File: src/rtl/cfg_dec_pkg.sv
package cfg_dec_pkg;

   // Verdict of the request filter, listed in priority order
   typedef enum logic [1:0] {
      VD_PASS  = 2'd0,
      VD_OFF   = 2'd1,
      VD_RANGE = 2'd2,
      VD_ROUTE = 2'd3
   } verdict_e;

   localparam int CTL_EN_BIT = 0;

endpackage

File: src/rtl/cfg_ctl_reg.sv
module cfg_ctl_reg #(
   parameter int CSR_W      = 32,
   parameter int SIZE_LSB   = 16,
   parameter int SIZE_W     = 5,
   parameter int SIZE_RESET = 12
) (
   input  logic              clk,
   input  logic              rst_n,
   input  logic              wr_en,
   input  logic [CSR_W-1:0]  wr_data,
   output logic [CSR_W-1:0]  rd_data,
   output logic              en_o,
   output logic [SIZE_W-1:0] size_o
);
   import cfg_dec_pkg::*;

   localparam int SIZE_MSB = SIZE_LSB + SIZE_W - 1;

   if (SIZE_MSB >= CSR_W) begin : g_bad_size
      $error("size field does not fit in control word");
   end
   if (SIZE_LSB <= CTL_EN_BIT) begin : g_bad_lsb
      $error("size field overlaps enable bit");
   end

   logic              en_q;
   logic [SIZE_W-1:0] size_q;

   always_ff @(posedge clk or negedge rst_n) begin
      if (!rst_n) begin
         en_q   <= 1'b0;
         size_q <= SIZE_W'(SIZE_RESET);
      end else if (wr_en) begin
         en_q   <= wr_data[CTL_EN_BIT];
         size_q <= wr_data[SIZE_MSB:SIZE_LSB];
      end
   end

   always_comb begin
      rd_data                    = '0;
      rd_data[CTL_EN_BIT]        = en_q;
      rd_data[SIZE_MSB:SIZE_LSB] = size_q;
   end

   assign en_o   = en_q;
   assign size_o = size_q;

   // without a write strobe the stored fields hold
   a_r6_hold: assert property (@(posedge clk) disable iff (!rst_n)
      !wr_en |=> ($stable(en_q) && $stable(size_q)));

endmodule

File: src/rtl/cfg_req_filter.sv
module cfg_req_filter #(
   parameter int BUS_W   = 8,
   parameter int DEVFN_W = 8,
   parameter int SIZE_W  = 5
) (
   input  logic               en_i,
   input  logic [SIZE_W-1:0]  last_bus_i,
   input  logic [BUS_W-1:0]   root_bus_i,
   input  logic               link_up_i,
   input  logic [BUS_W-1:0]   bus_i,
   input  logic [DEVFN_W-1:0] devfn_i,
   output cfg_dec_pkg::verdict_e verdict_o
);
   import cfg_dec_pkg::*;

   if (SIZE_W > BUS_W) begin : g_bad_w
      $error("size field wider than bus number");
   end

   logic [BUS_W-1:0] last_bus_ext;
   logic             on_root;
   logic             route_ok;

   assign last_bus_ext = BUS_W'(last_bus_i);
   assign on_root      = (bus_i == root_bus_i);
   assign route_ok     = on_root ? (devfn_i == '0) : link_up_i;

   always_comb begin
      if (!en_i)                      verdict_o = VD_OFF;
      else if (bus_i > last_bus_ext)  verdict_o = VD_RANGE;
      else if (!route_ok)             verdict_o = VD_ROUTE;
      else                            verdict_o = VD_PASS;
   end

endmodule

File: src/rtl/cfg_offset_gen.sv
module cfg_offset_gen #(
   parameter int BUS_W   = 8,
   parameter int DEVFN_W = 8,
   parameter int REG_W   = 12,
   parameter int OFF_W   = BUS_W + DEVFN_W + REG_W
) (
   input  logic [BUS_W-1:0]   bus_i,
   input  logic [DEVFN_W-1:0] devfn_i,
   input  logic [REG_W-1:0]   reg_i,
   output logic [OFF_W-1:0]   off_o
);
   localparam int DEVFN_SH = REG_W;
   localparam int BUS_SH   = REG_W + DEVFN_W;

   if (OFF_W < BUS_SH + BUS_W) begin : g_bad_off
      $error("offset too narrow for bus field");
   end

   logic [OFF_W-1:0] hi_part;

   assign hi_part = (OFF_W'(bus_i) << BUS_SH) | (OFF_W'(devfn_i) << DEVFN_SH);
   assign off_o   = hi_part + OFF_W'(reg_i);

endmodule

File: src/rtl/ecam_cfg_decode.sv
module ecam_cfg_decode #(
   parameter int BUS_W       = 8,
   parameter int DEVFN_W     = 8,
   parameter int REG_W       = 12,
   parameter int CSR_W       = 32,
   parameter int SIZE_LSB    = 16,
   parameter int SIZE_W      = 5,
   parameter int SIZE_RESET  = 12,
   parameter bit PIPE_OUT    = 1'b1,
   parameter int OFF_W       = BUS_W + DEVFN_W + REG_W
) (
   input  logic               clk,
   input  logic               rst_n,
   input  logic               ctl_wr_en,
   input  logic [CSR_W-1:0]   ctl_wr_data,
   output logic [CSR_W-1:0]   ctl_rd_data,
   output logic [CSR_W-1:0]   cap_rd_data,
   input  logic [BUS_W-1:0]   root_bus,
   input  logic               link_up,
   input  logic               req_valid,
   input  logic               req_write,
   input  logic [BUS_W-1:0]   req_bus,
   input  logic [DEVFN_W-1:0] req_devfn,
   input  logic [REG_W-1:0]   req_reg,
   output logic               out_valid,
   output logic               out_accept,
   output logic [OFF_W-1:0]   out_offset,
   output logic               out_fill_ones,
   output logic               out_wr_go
);
   import cfg_dec_pkg::*;

   logic              en_w;
   logic [SIZE_W-1:0] size_w;
   verdict_e          verdict_w;
   logic [OFF_W-1:0]  off_w;

   logic              nx_accept;
   logic [OFF_W-1:0]  nx_offset;
   logic              nx_fill;
   logic              nx_wgo;

   cfg_ctl_reg #(
      .CSR_W(CSR_W), .SIZE_LSB(SIZE_LSB), .SIZE_W(SIZE_W), .SIZE_RESET(SIZE_RESET)
   ) u_ctl (
      .clk(clk), .rst_n(rst_n), .wr_en(ctl_wr_en), .wr_data(ctl_wr_data),
      .rd_data(ctl_rd_data), .en_o(en_w), .size_o(size_w)
   );

   cfg_req_filter #(
      .BUS_W(BUS_W), .DEVFN_W(DEVFN_W), .SIZE_W(SIZE_W)
   ) u_flt (
      .en_i(en_w), .last_bus_i(size_w), .root_bus_i(root_bus), .link_up_i(link_up),
      .bus_i(req_bus), .devfn_i(req_devfn), .verdict_o(verdict_w)
   );

   cfg_offset_gen #(
      .BUS_W(BUS_W), .DEVFN_W(DEVFN_W), .REG_W(REG_W), .OFF_W(OFF_W)
   ) u_off (
      .bus_i(req_bus), .devfn_i(req_devfn), .reg_i(req_reg), .off_o(off_w)
   );

   always_comb begin
      cap_rd_data    = '0;
      cap_rd_data[0] = 1'b1;
   end

   assign nx_accept = req_valid && (verdict_w == VD_PASS);
   assign nx_offset = nx_accept ? off_w : '0;
   assign nx_fill   = req_valid && !nx_accept && !req_write;
   assign nx_wgo    = nx_accept && req_write;

   if (PIPE_OUT) begin : g_pipe
      always_ff @(posedge clk or negedge rst_n) begin
         if (!rst_n) begin
            out_valid     <= 1'b0;
            out_accept    <= 1'b0;
            out_offset    <= '0;
            out_fill_ones <= 1'b0;
            out_wr_go     <= 1'b0;
         end else begin
            out_valid     <= req_valid;
            out_accept    <= nx_accept;
            out_offset    <= nx_offset;
            out_fill_ones <= nx_fill;
            out_wr_go     <= nx_wgo;
         end
      end

      // result strobe follows request strobe by one cycle
      a_r9_valid_lat: assert property (@(posedge clk) disable iff (!rst_n)
         req_valid |=> out_valid);
      a_r9_no_spurious: assert property (@(posedge clk) disable iff (!rst_n)
         !req_valid |=> !out_valid);
      // a disabled window never accepts
      a_r5_off_rejects: assert property (@(posedge clk) disable iff (!rst_n)
         !en_w |=> !out_accept);
      // root bus with nonzero devfn is rejected
      a_r2_root_fn0: assert property (@(posedge clk) disable iff (!rst_n)
         (req_valid && req_bus == root_bus && req_devfn != '0) |=> !out_accept);
      // other buses are rejected while the link is down
      a_r3_link_down: assert property (@(posedge clk) disable iff (!rst_n)
         (req_valid && req_bus != root_bus && !link_up) |=> !out_accept);
      // bus above the last bus is rejected
      a_r4_range: assert property (@(posedge clk) disable iff (!rst_n)
         (req_valid && req_bus > BUS_W'(size_w)) |=> !out_accept);
      // rejected accesses neither write nor carry an offset
      a_r8_drop_write: assert property (@(posedge clk) disable iff (!rst_n)
         (out_valid && !out_accept) |-> (!out_wr_go && out_offset == '0));
      a_r8_fill_only_reject: assert property (@(posedge clk) disable iff (!rst_n)
         out_fill_ones |-> (out_valid && !out_accept));
   end else begin : g_comb
      assign out_valid     = req_valid;
      assign out_accept    = nx_accept;
      assign out_offset    = nx_offset;
      assign out_fill_ones = nx_fill;
      assign out_wr_go     = nx_wgo;
   end

endmodule

File: config.mk
export PLATFORM = sky130hd
export DESIGN_NAME = ecam_cfg_decode
export DESIGN_NICKNAME = d
export VERILOG_FILES = /design/src/rtl/cfg_dec_pkg.sv /design/src/rtl/cfg_ctl_reg.sv /design/src/rtl/cfg_req_filter.sv /design/src/rtl/cfg_offset_gen.sv /design/src/rtl/ecam_cfg_decode.sv
export SDC_FILE = /design/constraint.sdc
export NUM_CORES = 1
export LEC_CHECK = 0
export BUFFER_PORTS_ARGS = -buffer_cell sky130_fd_sc_hd__buf_2
export CORE_ASPECT_RATIO = 1.5
export CORE_MARGIN = 2
export CORE_UTILIZATION = 37
export DETAILED_ROUTE_END_ITERATION = 10
export PLACE_DENSITY = 0.78
export REMOVE_ABC_BUFFERS = 1
export SYNTH_ARGS = -nofsm -noshare
export SYNTH_HDL_FRONTEND = slang
export SYNTH_HIERARCHICAL = 1
export SYNTH_SLANG_ARGS = --single-unit
File: constraint.sdc
create_clock -name clk -period 2.2 [get_ports clk]
set_input_delay 0.33 -clock clk [delete_from_list [all_inputs] [get_ports clk]]
set_output_delay 0.33 -clock clk [all_outputs]
set_load 0.005 [all_outputs]
==> flow_summary_export.csv <==
group,metric,value,unit
route,drt_iter0_markers,59,
logic_synthesis,synth.area.top_cells,"dfrtp_1, buf_4, and3_1",
timing,slew_violations,0,
cts,cts_num_sinks,38,
power_and_ir_drop,pwr-share-clk,28.7,%
final_layout,fill_cells,591,
placed_design,hpwl,3090,um
final_layout,multiInputGateArea,962,um^2
floorplan,rows,35,
route,ant_nets,0,
final_layout,final_cell_mix,"buf_2, conb_1, dfrtp_1",
setup_path,required,2.37,ns
timing,slew_headroom,45.9,%
cts,cts-buffers-inserted,5,
cts,clk_latency,0.28,ns
global_route,antenna_found_initial,0,
final_layout,regArea,953,um^2
setup_path,startpoint_type,"flip-flop",
floorplan,start_util,37.7,%
power_and_ir_drop,net-switching-power,0.000419,W
route,drt_pass1_iterations,4,
setup_path,crit_path_top_delay_cell,"dfstp_2",
timing,period_minus_slack,2.33,ns
final_layout,drive_gt1_share,53.5,%
global_route,grtUsageTotal,12.4,%
power_and_ir_drop,combPwrFrac,22.3,%
final_layout,areaGrowthSynthToFinish,14.4,%
route,wl_per_cell,12.6,um
setup_path,worst_setup_path_end_kind,"flip-flop",
timing,timing.hold.ws,0.144,ns
final_layout,layout_commonest_cell,"buf_2",
route,dr_total_vias,1434,
timing,setup_violations,31,
route,routed_wl,4360,um
global_route,grt_max_degree,39,
timing,clock.fmax,429,MHz
final_layout,fin_nets,352,
global_route,grt_pass1_vias,1265,
logic_synthesis,ys_types,29,
logic_synthesis,synth_top_area_share,39.5,%
timing,finalWorstSetupSlack,-0.130,ns
placed_design,io_buffers,85,
logic_synthesis,synth_edf_count,0,
power_and_ir_drop,ir_worst_vdd,0.277,mV
final_layout,diodes,0,
logic_synthesis,synth-seq-area-share,41.8,%
logic_synthesis,syn_avg_cell_area,10.7,um^2
run,drv_cap,0,
timing,hold_viol,0,
placed_design,place_congestion,0.611,
cts,clk_pin_slew_worst_paths,0.07,ns
logic_synthesis,ys_ff_latch,38,
logic_synthesis,async_reset_ff_share,100,%
outcome,status,"finished with violations",
setup_path,crit_arrival,2.50,ns
cts,cts_root_buf,"clkbuf_8",
floorplan,dieWidth,68.1,um
cts,cts_buffer_depth,2,
logic_synthesis,yosysTopAreaCell,"dfrtp_1",
hold_path,hold_path_class,"in2async",
power_and_ir_drop,internal_power,0.00111,W
floorplan,die_area,0.00681,mm^2
outcome,violations,"negative setup slack",
logic_synthesis,synth_ff_type,"dfrtp_1",
setup_path,worstSetupPathType,"reg2reg",
power_and_ir_drop,p_sw_share,27.3,%
cts,cts_tree,"built",
power_and_ir_drop,p_leak,1.47,nW
floorplan,ios,170,
timing,fin_skew,0.00268,ns
logic_synthesis,synth_cells,213,
route,drcViolationCount,0,
global_route,grt_pass1_wl,6230,um
global_route,gr-total-overflow,0,
power_and_ir_drop,power.density,588,mW/mm^2
final_layout,utilization,43.1,%
setup_path,critPathMaxFanout,8,
setup_path,crit_family,"simple AND/OR/NAND/NOR gates",
logic_synthesis,yosys_warnings,6,
timing,worst_pin_slew,0.812,ns
floorplan,die_h,100,um
timing,rsz0062_at_grt,"yes",
floorplan,core_region_area,0.00604,mm^2
timing,period_share,106,%
setup_path,critPathBufInv,2,
setup_path,slowest_delay,0.54,ns
route,viasPerCell,4.13,
power_and_ir_drop,seqPwrFrac,49.0,%
cts,htree_levels,2,
setup_path,worstPathCellList,"inv_2 -> ha_4 -> nand4_1 -> mux2i_1 -> a21oi_2 -> or4_4 -> o21ai_4 -> buf_6 -> nor2_4 -> and3_4",
logic_synthesis,synth_area,0.00228,mm^2
metal layers:
| layer | track usage (%) | up-vias | part of all wire (%) |
|---|---|---|---|
| met4 | 4.62 | 0 | 1.5 |
| met5 | 0 | - | 0 |
| met1 | 13.5 | 640 | 36 |
| li1 | - | 667 | - |
| met3 | 3.03 | 5 | 14 |
| met2 | 22.5 | 122 | 49 |
flip-flops by register name, indices dropped and copies added, names as in the netlist:
name,cells
out_fill_ones,1
out_valid,1
out_wr_go,1
u_ctl/en_o,1
out_accept,1
out_offset,28
u_ctl/size_o,5
power by group through the flow:
stage	combinational, W	sequential [W]	clock [W]
2_1_floorplan	0.000118	0.000770	0
3_3_place_gp	0.000257	0.000764	0
3_5_place_dp	0.000265	0.000765	0
4_1_cts	0.000329	0.000752	0.000461
5_1_grt	0.000378	0.000756	0.000478
6_report	0.000341	0.000752	0.000440
path summary, 6_finish.rpt:
path,start,endpoint,slack (ns),depth (start not counted)
worst max-delay path,u_ctl/size_o[3],out_offset[17],-0.13,10
max in group asynchronous,rst_n,out_wr_go,1.55,1
worst max register to register,u_ctl/size_o[3],out_offset[17],-0.13,10
worst min register to register,u_ctl/size_o[4],u_ctl/size_o[4],0.55,1
min in group clk,req_write,out_fill_ones,0.22,2
worst min-delay path,rst_n,out_offset[17],0.14,1
cell type report:
class                           instances  area share [%]
Sequential cell                        38            36.6
Inverter                                5           0.720
Timing Repair Buffer                   94            19.2
Clock inverter                          2           0.384
Multi-Input combinational cell        129            36.9
Clock buffer                            5            2.64
Tap cell                               74            3.55
timing repair:
item | in CTS | in global routing
buffers inserted | 3 | 1
hold buffers | 0 | 0
hold endpoints to repair | 0 | 0
gates resized for setup | 26 | 13
endpoints found under the setup margin | 31 | 31
pin swaps | 36 | 2
cloned | 3 | 0
kinds of logic (layout without fill, tap and decap cells):
family                     after synthesis  count (layout)  share of synthesized area [%]
adders and majority gates                5               5                           2.75
other                                    3              58                          0.494
DFF                                     38              38                           41.8
AOI/OAI and AO/OA                        7               7                           2.20
xor gates and xnor gates                 8               8                           3.08
muxes                                    7               7                           4.39
buffers and inverters                  104             106                           33.7
and+or+nand+nor                         41              44                           11.6
synthesized netlist by cell type (2+ instances only):
| library cell | instances |
|---|---|
| clkbuf_1 | 2 |
| nand4_1 | 3 |
| inv_1 | 5 |
| ha_1 | 5 |
| buf_4 | 92 |
| conb_1 | 3 |
| buf_6 | 4 |
| dfrtp_1 | 36 |
| mux2_4 | 6 |
| and3_1 | 28 |
| xnor2_1 | 8 |
| nor4_1 | 3 |
| dfstp_2 | 2 |
worst register-to-register path: cells and delay by family (launching register included):
| kind | cells | cell delay [ns] |
|---|---|---|
| flip-flops | 1 | 0.54 |
| buffers and inverters | 2 | 0.19 |
| adder cells (fa/ha/maj) | 1 | 0.27 |
| AND/OR/NAND/NOR | 4 | 0.80 |
| multiplexers | 1 | 0.19 |
| AO/OA/AOI/OAI | 2 | 0.23 |
per-stage QoR:
stage                     setup slack, ns  power, W  TNS (ns)  std cells  instance area [um^2]
after floorplan                   -0.0429  0.000887    -0.436        169                  1740
after global placement             -0.165   0.00102     -4.19        333                  2290
after detailed placement           -0.224   0.00103     -6.08        333                  2290
after CTS                          -0.123   0.00154     -3.48        346                  2540
after global routing               -0.224   0.00161     -6.33        347                  2610
final                              -0.130   0.00153     -3.44        347                  2610
Note: power is estimated with default switching activity, not from simulation.
